## src/rtl/pwb_pkg.sv

```systemverilog
package pwb_pkg;
  typedef enum logic [0:0] {CM_IDLE = 1'b0, CM_BUSY = 1'b1} commit_state_t;
endpackage

```

## src/rtl/pwb_page_buffer.sv

```systemverilog
module pwb_page_buffer #(
  parameter int ADDR_W = 8,
  parameter int DATA_W = 8,
  parameter int OFF_W  = 3
) (
  input  logic                       clk,
  input  logic                       rst,
  input  logic                       accept,
  input  logic                       hdr_load,
  input  logic [ADDR_W-1:0]          hdr_addr,
  input  logic                       byte_stb,
  input  logic [DATA_W-1:0]          byte_data,
  input  logic                       clr_mask,
  input  logic [OFF_W-1:0]           rd_idx,
  output logic [ADDR_W-OFF_W-1:0]    page_base,
  output logic [OFF_W-1:0]           next_off,
  output logic [(1<<OFF_W)-1:0]      mask,
  output logic [DATA_W-1:0]          rd_data
);
  localparam int PAGE_BYTES = 1 << OFF_W;

  logic [DATA_W-1:0] slot_mem [PAGE_BYTES];
  logic              take_hdr;
  logic              take_byte;

  assign take_hdr  = accept && hdr_load;
  assign take_byte = accept && byte_stb && !hdr_load;

  // Slot storage without reset so it maps to distributed RAM
  always_ff @(posedge clk) begin
    if (take_byte) slot_mem[next_off] <= byte_data;
  end

  assign rd_data = slot_mem[rd_idx];

  always_ff @(posedge clk) begin
    if (rst) begin
      page_base <= '0;
      next_off  <= '0;
    end else if (take_hdr) begin
      page_base <= hdr_addr[ADDR_W-1:OFF_W];
      next_off  <= hdr_addr[OFF_W-1:0];
    end else if (take_byte) begin
      next_off  <= next_off + 1'b1;
    end
  end

  for (genvar g = 0; g < PAGE_BYTES; g++) begin : g_mask
    always_ff @(posedge clk) begin
      if (rst)                        mask[g] <= 1'b0;
      else if (clr_mask || take_hdr)  mask[g] <= 1'b0;
      else if (take_byte && (next_off == OFF_W'(g))) mask[g] <= 1'b1;
    end
  end

  AST_HOLD_WHEN_DEAF: assert property (@(posedge clk) disable iff (rst)
    !accept |=> ($stable(page_base) && $stable(next_off)));

  AST_OFFSET_WRAP: assert property (@(posedge clk) disable iff (rst)
    take_byte |=> ($stable(page_base) && next_off == $past(next_off) + 1'b1));

  AST_SLOT_MARKED: assert property (@(posedge clk) disable iff (rst)
    (take_byte && !clr_mask) |=> mask[$past(next_off)]);
endmodule

```

## src/rtl/pwb_commit_ctrl.sv

```systemverilog
module pwb_commit_ctrl
  import pwb_pkg::*;
#(
  parameter int ADDR_W    = 8,
  parameter int DATA_W    = 8,
  parameter int OFF_W     = 3,
  parameter int WR_CYCLES = 625000
) (
  input  logic                       clk,
  input  logic                       rst,
  input  logic                       wp,
  input  logic                       stop_evt,
  input  logic                       hdr_load,
  input  logic [ADDR_W-1:0]          hdr_addr,
  input  logic [(1<<OFF_W)-1:0]      mask,
  input  logic [ADDR_W-OFF_W-1:0]    page_base,
  input  logic [OFF_W-1:0]           next_off,
  input  logic [DATA_W-1:0]          rd_data,
  output logic [OFF_W-1:0]           rd_idx,
  output logic                       clr_mask,
  output logic                       busy,
  output logic                       arr_we,
  output logic [ADDR_W-1:0]          arr_addr,
  output logic [DATA_W-1:0]          arr_wdata,
  output logic [ADDR_W-1:0]          cur_addr
);
  localparam int CNT_W  = $clog2(WR_CYCLES + 1);
  localparam int SCAN_W = OFF_W + 1;
  localparam logic [CNT_W-1:0] LAST_CNT = CNT_W'(WR_CYCLES - 1);

  commit_state_t     state;
  logic [CNT_W-1:0]  cnt;
  logic [SCAN_W-1:0] scan;
  logic              have_data;
  logic              start;
  logic              drop;
  logic              done;

  initial assert (WR_CYCLES > (1 << OFF_W));

  assign have_data = |mask;
  assign start     = (state == CM_IDLE) && stop_evt && have_data && !wp;
  assign drop      = (state == CM_IDLE) && stop_evt && have_data && wp;
  assign done      = (state == CM_BUSY) && (cnt == LAST_CNT);
  assign clr_mask  = done || drop;
  assign rd_idx    = scan[OFF_W-1:0];
  assign busy      = (state == CM_BUSY);

  always_ff @(posedge clk) begin
    if (rst) begin
      state     <= CM_IDLE;
      cnt       <= '0;
      scan      <= '0;
      arr_we    <= 1'b0;
      arr_addr  <= '0;
      arr_wdata <= '0;
      cur_addr  <= '0;
    end else begin
      arr_we <= 1'b0;
      case (state)
        CM_IDLE: begin
          if (start) begin
            state <= CM_BUSY;
            cnt   <= '0;
            scan  <= '0;
          end else if (drop) begin
            cur_addr <= {page_base, next_off};
          end else if (hdr_load) begin
            cur_addr <= hdr_addr;
          end
        end
        default: begin
          cnt <= cnt + 1'b1;
          if (!scan[OFF_W]) begin
            arr_we    <= mask[rd_idx];
            arr_addr  <= {page_base, rd_idx};
            arr_wdata <= rd_data;
            scan      <= scan + 1'b1;
          end
          if (done) begin
            state    <= CM_IDLE;
            cur_addr <= {page_base, next_off};
          end
        end
      endcase
    end
  end

  AST_WE_ONLY_BUSY: assert property (@(posedge clk) disable iff (rst)
    arr_we |-> busy);

  AST_START_BUSY: assert property (@(posedge clk) disable iff (rst)
    start |=> busy);

  AST_BUSY_HOLD: assert property (@(posedge clk) disable iff (rst)
    (busy && !done) |=> busy);

  AST_EMPTY_NO_BUSY: assert property (@(posedge clk) disable iff (rst)
    (!busy && !have_data) |=> !busy);

  AST_WP_NO_BUSY: assert property (@(posedge clk) disable iff (rst)
    (!busy && stop_evt && wp) |=> !busy);

  AST_ADDR_FROZEN: assert property (@(posedge clk) disable iff (rst)
    (busy && !done) |=> $stable(cur_addr));

  AST_WRITE_IN_PAGE: assert property (@(posedge clk) disable iff (rst)
    arr_we |-> (arr_addr[ADDR_W-1:OFF_W] == page_base));
endmodule

```

## src/rtl/pwb_page_writer.sv

```systemverilog
module pwb_page_writer #(
  parameter int ADDR_W    = 8,
  parameter int DATA_W    = 8,
  parameter int OFF_W     = 3,
  parameter int WR_CYCLES = 625000
) (
  input  logic              clk,
  input  logic              rst,
  input  logic              wp,
  input  logic              hdr_load,
  input  logic [ADDR_W-1:0] hdr_addr,
  input  logic              byte_stb,
  input  logic [DATA_W-1:0] byte_data,
  input  logic              stop_evt,
  output logic              busy,
  output logic              arr_we,
  output logic [ADDR_W-1:0] arr_addr,
  output logic [DATA_W-1:0] arr_wdata,
  output logic [ADDR_W-1:0] cur_addr
);
  localparam int PAGE_BYTES = 1 << OFF_W;
  localparam int BASE_W     = ADDR_W - OFF_W;

  logic [BASE_W-1:0]     page_base;
  logic [OFF_W-1:0]      next_off;
  logic [PAGE_BYTES-1:0] mask;
  logic [DATA_W-1:0]     rd_data;
  logic [OFF_W-1:0]      rd_idx;
  logic                  clr_mask;

  pwb_page_buffer #(
    .ADDR_W(ADDR_W), .DATA_W(DATA_W), .OFF_W(OFF_W)
  ) u_buf (
    .clk       (clk),
    .rst       (rst),
    .accept    (!busy),
    .hdr_load  (hdr_load),
    .hdr_addr  (hdr_addr),
    .byte_stb  (byte_stb),
    .byte_data (byte_data),
    .clr_mask  (clr_mask),
    .rd_idx    (rd_idx),
    .page_base (page_base),
    .next_off  (next_off),
    .mask      (mask),
    .rd_data   (rd_data)
  );

  pwb_commit_ctrl #(
    .ADDR_W(ADDR_W), .DATA_W(DATA_W), .OFF_W(OFF_W), .WR_CYCLES(WR_CYCLES)
  ) u_ctrl (
    .clk       (clk),
    .rst       (rst),
    .wp        (wp),
    .stop_evt  (stop_evt),
    .hdr_load  (hdr_load),
    .hdr_addr  (hdr_addr),
    .mask      (mask),
    .page_base (page_base),
    .next_off  (next_off),
    .rd_data   (rd_data),
    .rd_idx    (rd_idx),
    .clr_mask  (clr_mask),
    .busy      (busy),
    .arr_we    (arr_we),
    .arr_addr  (arr_addr),
    .arr_wdata (arr_wdata),
    .cur_addr  (cur_addr)
  );
endmodule

```

## config.mk

```make
export PLATFORM = sky130hd
export DESIGN_NAME = pwb_page_writer
export DESIGN_NICKNAME = d
export VERILOG_FILES = /design/src/rtl/pwb_pkg.sv /design/src/rtl/pwb_page_buffer.sv /design/src/rtl/pwb_commit_ctrl.sv /design/src/rtl/pwb_page_writer.sv
export SDC_FILE = /design/constraint.sdc
export NUM_CORES = 1
export LEC_CHECK = 0
export BUFFER_PORTS_ARGS = -buffer_cell sky130_fd_sc_hd__buf_4
export CAP_MARGIN = 20
export CORE_MARGIN = 2
export CORE_UTILIZATION = 40
export CTS_CLUSTER_DIAMETER = 50
export DETAILED_ROUTE_END_ITERATION = 8
export GPL_TIMING_DRIVEN = 0
export PLACE_DENSITY = 0.66
export SLEW_MARGIN = 20
export SYNTH_ARGS = -nofsm -noshare
export SYNTH_HDL_FRONTEND = slang
export SYNTH_HIERARCHICAL = 1
export SYNTH_SLANG_ARGS = --single-unit
```

## constraint.sdc

```tcl
create_clock -name clk -period 2.3 [get_ports clk]
set_input_delay 0.345 -clock clk [delete_from_list [all_inputs] [get_ports clk]]
set_output_delay 0.345 -clock clk [all_outputs]
set_load 0.01 [all_outputs]
```

==> Word level (Yosys, flattened, before mapping) <==
Memory sizes are Yosys's and may differ from the RTL's. A register that Yosys moved wholly into a read port is not among the register bits.
Cells that the tools add are included.
{ "op_classes": {"bitwise": 2, "n_mux": 19, "n_eq_ne": 11, "div_mod_pow": 0, "n_shift": 0, "magnitude_cmp": 1, "reduce_logical": 31, "mul": 0, "n_addsub": 3} }
{ "ops": {"columns": ["op", "count"], "rows": [
  ["$mux 20", 2],
  ["$mux 8", 5],
  ["$add 20x1->20 const B", 1],
  ["$eq 20x20->1 const B", 1],
  ["$logic_and 1x1->1", 16],
  ["$eq 3x3->1 const B", 4],
  ["$mux 4", 3],
  ["$reduce_or 8->1", 1],
  ["$eq 3x2->1 const B", 2],
  ["$mux 1", 6],
  ["$mux 3", 2],
  ["$add 4x1->4 const B", 1],
  ["$lt 3x4->1 const B", 1],
  ["$ne 2x2->1 const B", 2],
  ["$reduce_and 2->1", 2],
  ["$reduce_bool 2->1", 2],
  ["$add 3x1->3 const B", 1],
  ["$bmux 1 s3", 1],
  ["$eq 3x1->1 const B", 1],
  ["$logic_not 1->1", 3],
  ["$logic_not 3->1", 1],
  ["$reduce_and 3->1", 1],
  ["$reduce_bool 3->1", 1],
  ["$reduce_or 3->1", 1],
  ["4 further kinds", 6]
]} }
{ "totals": {"latch_bits": 0, "wordCells": 85, "mem_bits_rw": 64, "out_inout_bits": 26, "n_memories": 1, "register_bits": 58, "romBits": 0, "input_bits": 22} }
{ "memory_table": {"columns": ["name", "words", "word_bits", "read_ports", "rd_clocked_by_memory_dff", "write_ports", "line", "source"], "rows": [
  ["u_buf.slot_mem", 8, 8, 1, 1, 1, "pwb_page_buffer.sv:22", "logic [DATA_W-1:0] slot_mem [PAGE_BYTES];"]
]} }

==> Logic depth before layout (Yosys ltp) <==
{ "logic_depth": {"ltp_word": 7, "depth_mapped": 8, "depth_no_buf": 7} }

==> Modules after synthesis <==
Netlist, hierarchy kept.
{ "modules_own_cells": {"columns": ["mod", "cells_per_inst", "area_each_um2", "seq_area_each_um2", "n_inst"], "rows": [
  ["pwb_page_buffer", 183, 3195.6, 2242.2, 1],
  ["pwb_commit_ctrl", 273, 2378.5, 1001.0, 1],
  ["pwb_page_writer", 1, 3.8, 0.0, 1]
]} }

==> Worst setup path before layout <==
OpenSTA, ideal clock, no wires.
{ "synth_timing": {"kind": "reg-to-reg", "from": "register u_ctrl.cnt[4]", "to": "register u_ctrl.cur_addr[2]", "required_time_ns": 2.161, "period_less_slack_ns": 2.085, "setup_ns": 0.139, "path_stages_with_launch": 7, "path_slack_ns": 0.215, "path_buffers": 1, "arrival_ns": 1.946, "cell_sequence": "dfxtp_1 or4b_1 or3_4 a211oi_4 and2_4 buf_12 a211oi_2"} }
{ "synth_via": {"elab_chain_cells": 4} }
{ "synth_lines": {"columns": ["item", "line", "source"], "rows": [
  ["start, declared", "pwb_commit_ctrl.sv:32", "logic [CNT_W-1:0] cnt;"],
  ["start signal, assigned", "pwb_commit_ctrl.sv:73", "cnt <= cnt + 1'b1;"],
  ["$eq 20x20->1", "pwb_commit_ctrl.sv:44", "assign done = (state == CM_BUSY) && (cnt == LAST_CNT);"],
  ["$logic_and 1x1->1", "pwb_commit_ctrl.sv:44", null],
  ["$ne 2x2->1 (no source line)", null, null],
  ["$reduce_and 3->1 (no source line)", null, null],
  ["end signal, assigned", "pwb_commit_ctrl.sv:67", "cur_addr <= {page_base, next_off};"],
  ["end signal, assigned", "pwb_commit_ctrl.sv:69", "cur_addr <= hdr_addr;"],
  ["end signal, assigned", "pwb_commit_ctrl.sv:82", "cur_addr <= {page_base, next_off};"],
  ["end, declared", "pwb_commit_ctrl.sv:25", "output logic [ADDR_W-1:0] cur_addr"]
]} }
No other way between the ends.
A chain may end at the register's enable or synchronous reset.

==> Worst setup path in the final report <==
{ "layout_timing": {"from": "register u_ctrl.state (netlist: u_ctrl/busy)", "to": "memory u_buf.slot_mem[1][6], enable pin"} }
{ "layout_via": {"elab_chain_cells": 5} }
{ "layout_lines": {"columns": ["item", "line", "source"], "rows": [
  ["start, declared", "pwb_commit_ctrl.sv:31", "commit_state_t state;"],
  ["start signal, assigned", "pwb_commit_ctrl.sv:51", "state <= CM_IDLE;"],
  ["start signal, assigned", "pwb_commit_ctrl.sv:63", "state <= CM_BUSY;"],
  ["start signal, assigned", "pwb_commit_ctrl.sv:81", "state <= CM_IDLE;"],
  ["$logic_not 1->1", "pwb_page_writer.sv:36", ".accept (!busy),"],
  ["$logic_and 1x1->1 (2 in series)", "pwb_page_buffer.sv:27", "assign take_byte = accept && byte_stb && !hdr_load;"],
  ["$mux 1", "pwb_page_buffer.sv:31", "if (take_byte) slot_mem[next_off] <= byte_data;"],
  ["$mux 1 (not written as such)", "pwb_page_buffer.sv:31", null],
  ["end, declared", "pwb_page_buffer.sv:22", null]
]} }
No other way between the ends.

==> flow_summary.toml <==
[power_and_ir_drop]
power-per-cell-area_mw_per_mm2 = 883
sw_frac_of_total_pct = 26.9
leakage_nw = 2.41
p_int_mw = 4.35
vdd.ir_drop.worst_mv = 0.561
seq_power_share_pct = 44.2
p_switching_mw = 1.60
p_comb_share_pct = 15.1
clock_power_share_pct = 40.7

[timing]
rsz0062_at_grt = "true"
setup_ws_ns = 0.0497
period_needed_ns = 2.25
slew_headroom_pct = 38.3
finalCritPeriodShare_pct = 97.8
fin_skew_ns = 0.00795
hold_viol_final = 0
worst_pin_slew_ns = 0.922
clock.fmax_ghz = 0.444
final-setup-viol-count = 0
drv_slew = 0

[synthesis]
ys_ff_latch = 130
avgSynthCellArea_um2 = 12.2
synth_cells = 457
synth_warnings = 6
synthArstFlopShare_pct = 0
syn_nets = 487
synth_seq_area_share_pct = 58.1
synth_edf_count = 64
synth_cell_types = 51
synth-main-ff-cell = "dfxtp_1"
synth_area_mm2 = 0.00558

[clock_network]
cts_buffer_depth = 2
cts_sinks = 130
cts_tree = "yes"
cts_made_buffers = 17
path_clk_slew_ns = 0.06
clkLatencyLatePin_ns = 0.42
h-tree-depth = 4
cts_root_buffer = "clkbuf_16"

[min_path]
min_from = "byte_data[2]"
hold_path_class = "input port to flop"
hold_end = "u_buf/slot_mem[7][2]"
hold_depth = 1

[setup_path]
crit_family = "simple AND/OR/NAND/NOR gates"
path_buf_inv = 2
crit_fanout = 10
r2r_end = "u_buf/slot_mem[1][6]"
crit_type = "flop to flop"
rrSetupSlack_ns = 0.05
crit_chain = "inv_1 -> clkbuf_1 -> nand3_1 -> nor2_1"
reg2reg_depth = 4
cpPeakStageDelay_ns = 0.76
slowest_stage = "nor2_1"
crit_path_end_kind = "flop"
worstReg2RegStart = "u_ctrl/busy"
worstSetupStartpointType = "flop"
crit_required_ns = 2.34
worstPathArrival_ns = 2.29

[routing]
viasPerCell = 5.35
postRouteAntennaNets = 0
drt_iter0_drc = 325
drt-pass1-iter-count = 4
via_count = 3811
drc = 0
detail_route.wl_per_cell_um = 16.8
routed_wl_mm = 12.0

[layout]
nNetsFinal = 551
fin_cells = 713
drive_above_1_share_pct = 24.2
mostFrequentLayoutCells = "66 x dfxtp_1, 64 x edfxtp_1, 56 x nand2_1"
synthToLayoutAreaGrowth_pct = 20.8
final_common_cell = "dfxtp_1"
nFillCells = 1224
diodes = 0
final_area_mm2 = 0.00674
final_util_pct = 48.9

[floorplan]
boundaryPins = 48
die_w_um = 122
dieArea_mm2 = 0.0149
rows = 43
coreArea_mm2 = 0.0138
die_h_um = 122
initial_core_util_pct = 40.5

[placement]
portBuffers = 46
hpwl_mm = 8.24
placed_area_mm2 = 0.00616
placed_cells_incl_taps = 683
post-place-ws_ns = -0.0391
place_congestion = 0.830

[global_route]
grt_pass1_vias = 3712
grt_pass1_wl_mm = 19.2
grtUsageMet3_pct = 5.10
use_met1_pct = 21.5
top_usage_layer = "met2"
use_met2_pct = 28.6
grt-ovfl-total = 0
grt_usage_pct = 17.3
antenna_found_initial = 0
grt_max_degree = 17

[outcome]
status = "finished clean"

[flow_run]
cap_violations = 0
==> synth_stat cells, types with 2 or more instances <==
| library cell | instances | area (um^2) |
|---|---|---|
| buf_6 | 2 | 22.5 |
| nand2_1 | 57 | 214 |
| nor4_1 | 2 | 12.5 |
| o211ai_1 | 4 | 30.0 |
| buf_2 | 3 | 15.0 |
| nand3b_1 | 2 | 15.0 |
| nor2_1 | 35 | 131 |
| mux4_1 | 15 | 394 |
| o211a_1 | 2 | 20.0 |
| a311oi_1 | 2 | 17.5 |
| edfxtp_1 | 64 | 1920 |
| a31oi_1 | 5 | 31.3 |
| nand4_1 | 5 | 31.3 |
| o31ai_1 | 2 | 15.0 |
| buf_1 | 3 | 11.3 |
| and3_1 | 4 | 25.0 |
| mux2i_1 | 11 | 110 |
| ha_1 | 8 | 100 |
| nand2b_1 | 2 | 12.5 |
| or4b_1 | 2 | 20.0 |
| or4_4 | 2 | 22.5 |
| clkbuf_1 | 14 | 52.6 |
| a21oi_1 | 49 | 245 |
| nand3_1 | 18 | 90.1 |
| mux4_2 | 3 | 67.6 |
| or3_1 | 5 | 31.3 |
| a211oi_2 | 8 | 100 |
| o21ai_0 | 4 | 20.0 |
| inv_1 | 9 | 33.8 |
| mux2_2 | 13 | 146 |
| buf_4 | 3 | 22.5 |
| nand4b_1 | 2 | 17.5 |
| dfxtp_1 | 66 | 1320 |
| nor3_1 | 11 | 55.1 |
| buf_12 | 2 | 40.0 |
| a211oi_1 | 3 | 22.5 |
==> cells by family after synthesis <==
family,synth area share [%]
AOI/OAI and AO/OA,9.80
xor gates and xnor gates,0.157
adders and majority gates,1.79
buffers and inverters,3.54
DFF,58.1
muxes,12.9
and+or+nand+nor,13.7
==> worst max path at each step <==
stage / start / to / cells past startpoint
2_1_floorplan: u_ctrl/cnt[4] / u_ctrl/cur_addr[2] / 6
3_3_place_gp: u_ctrl/busy / u_buf/slot_mem[0][4] / 4
3_5_place_dp: u_buf/mask[7] / u_ctrl/cur_addr[3] / 7
4_1_cts: u_ctrl/busy / u_buf/slot_mem[2][7] / 4
5_1_grt: u_ctrl/busy / u_buf/slot_mem[3][7] / 4
6_report: u_ctrl/busy / u_buf/slot_mem[1][6] / 4
==> power groups by stage <==
| stage | logic (mW) | registers (mW) | clock network (mW) |
|---|---|---|---|
| finish | 0.901 | 2.63 | 2.42 |
| global route | 0.981 | 2.64 | 2.58 |
| CTS | 0.893 | 2.63 | 2.47 |
| detailed placement | 0.860 | 2.68 | 0 |
| global placement | 0.839 | 2.67 | 0 |
| floorplan | 0.563 | 2.68 | 0 |
==> sequential cells by signal, indices dropped and copies added, names as in the netlist <==
register          flops
u_ctrl/scan           4
u_buf/page_base       5
u_buf/next_off        3
u_buf/mask            8
u_ctrl/cnt           20
u_ctrl/cur_addr       8
u_ctrl/arr_addr       8
u_ctrl/arr_we         1
u_ctrl/busy           1
u_buf/slot_mem       64
u_ctrl/arr_wdata      8
==> stage by stage <==
stage / hold WS [ns] / setup TNS, ns / power, mW
after global placement: 0.451 / -4.84 / 3.51
after floorplan: 0.444 / 0 / 3.24
after CTS: 0.139 / 0 / 5.99
after detailed placement: 0.452 / -0.292 / 3.54
final: 0.158 / 0 / 5.95
after global routing: 0.145 / -3.20 / 6.20
==> per-layer routing <==
| layer | wire (um) | up-vias |
|---|---|---|
| met2 | 6040 | 74 |
| met4 | 93 | 0 |
| met1 | 5380 | 1878 |
| met3 | 471 | 6 |
| met5 | 0 | - |
| li1 | - | 1853 |
==> what timing repair did <==
action,4_1_cts,5_1_grt
endpoints found under the setup margin,8,88
hold buffers,0,0
pin swaps,1,1
buffers inserted,1,0
resized for setup,0,10
==> cell type report <==
type / instances / area, um^2 / area share [%]
plain buffers: 25 / 158 / 2.34
multi-input cells: 291 / 2180 / 32.4
clock inverters: 14 / 108 / 1.60
clock buffers: 17 / 425 / 6.31
inverters: 9 / 33.8 / 0.501
repair buffers: 47 / 365 / 5.42
well taps: 180 / 225 / 3.34
flip-flops and latches: 130 / 3240 / 48.1
No activity file was read; power rests on OpenSTA's default activity.
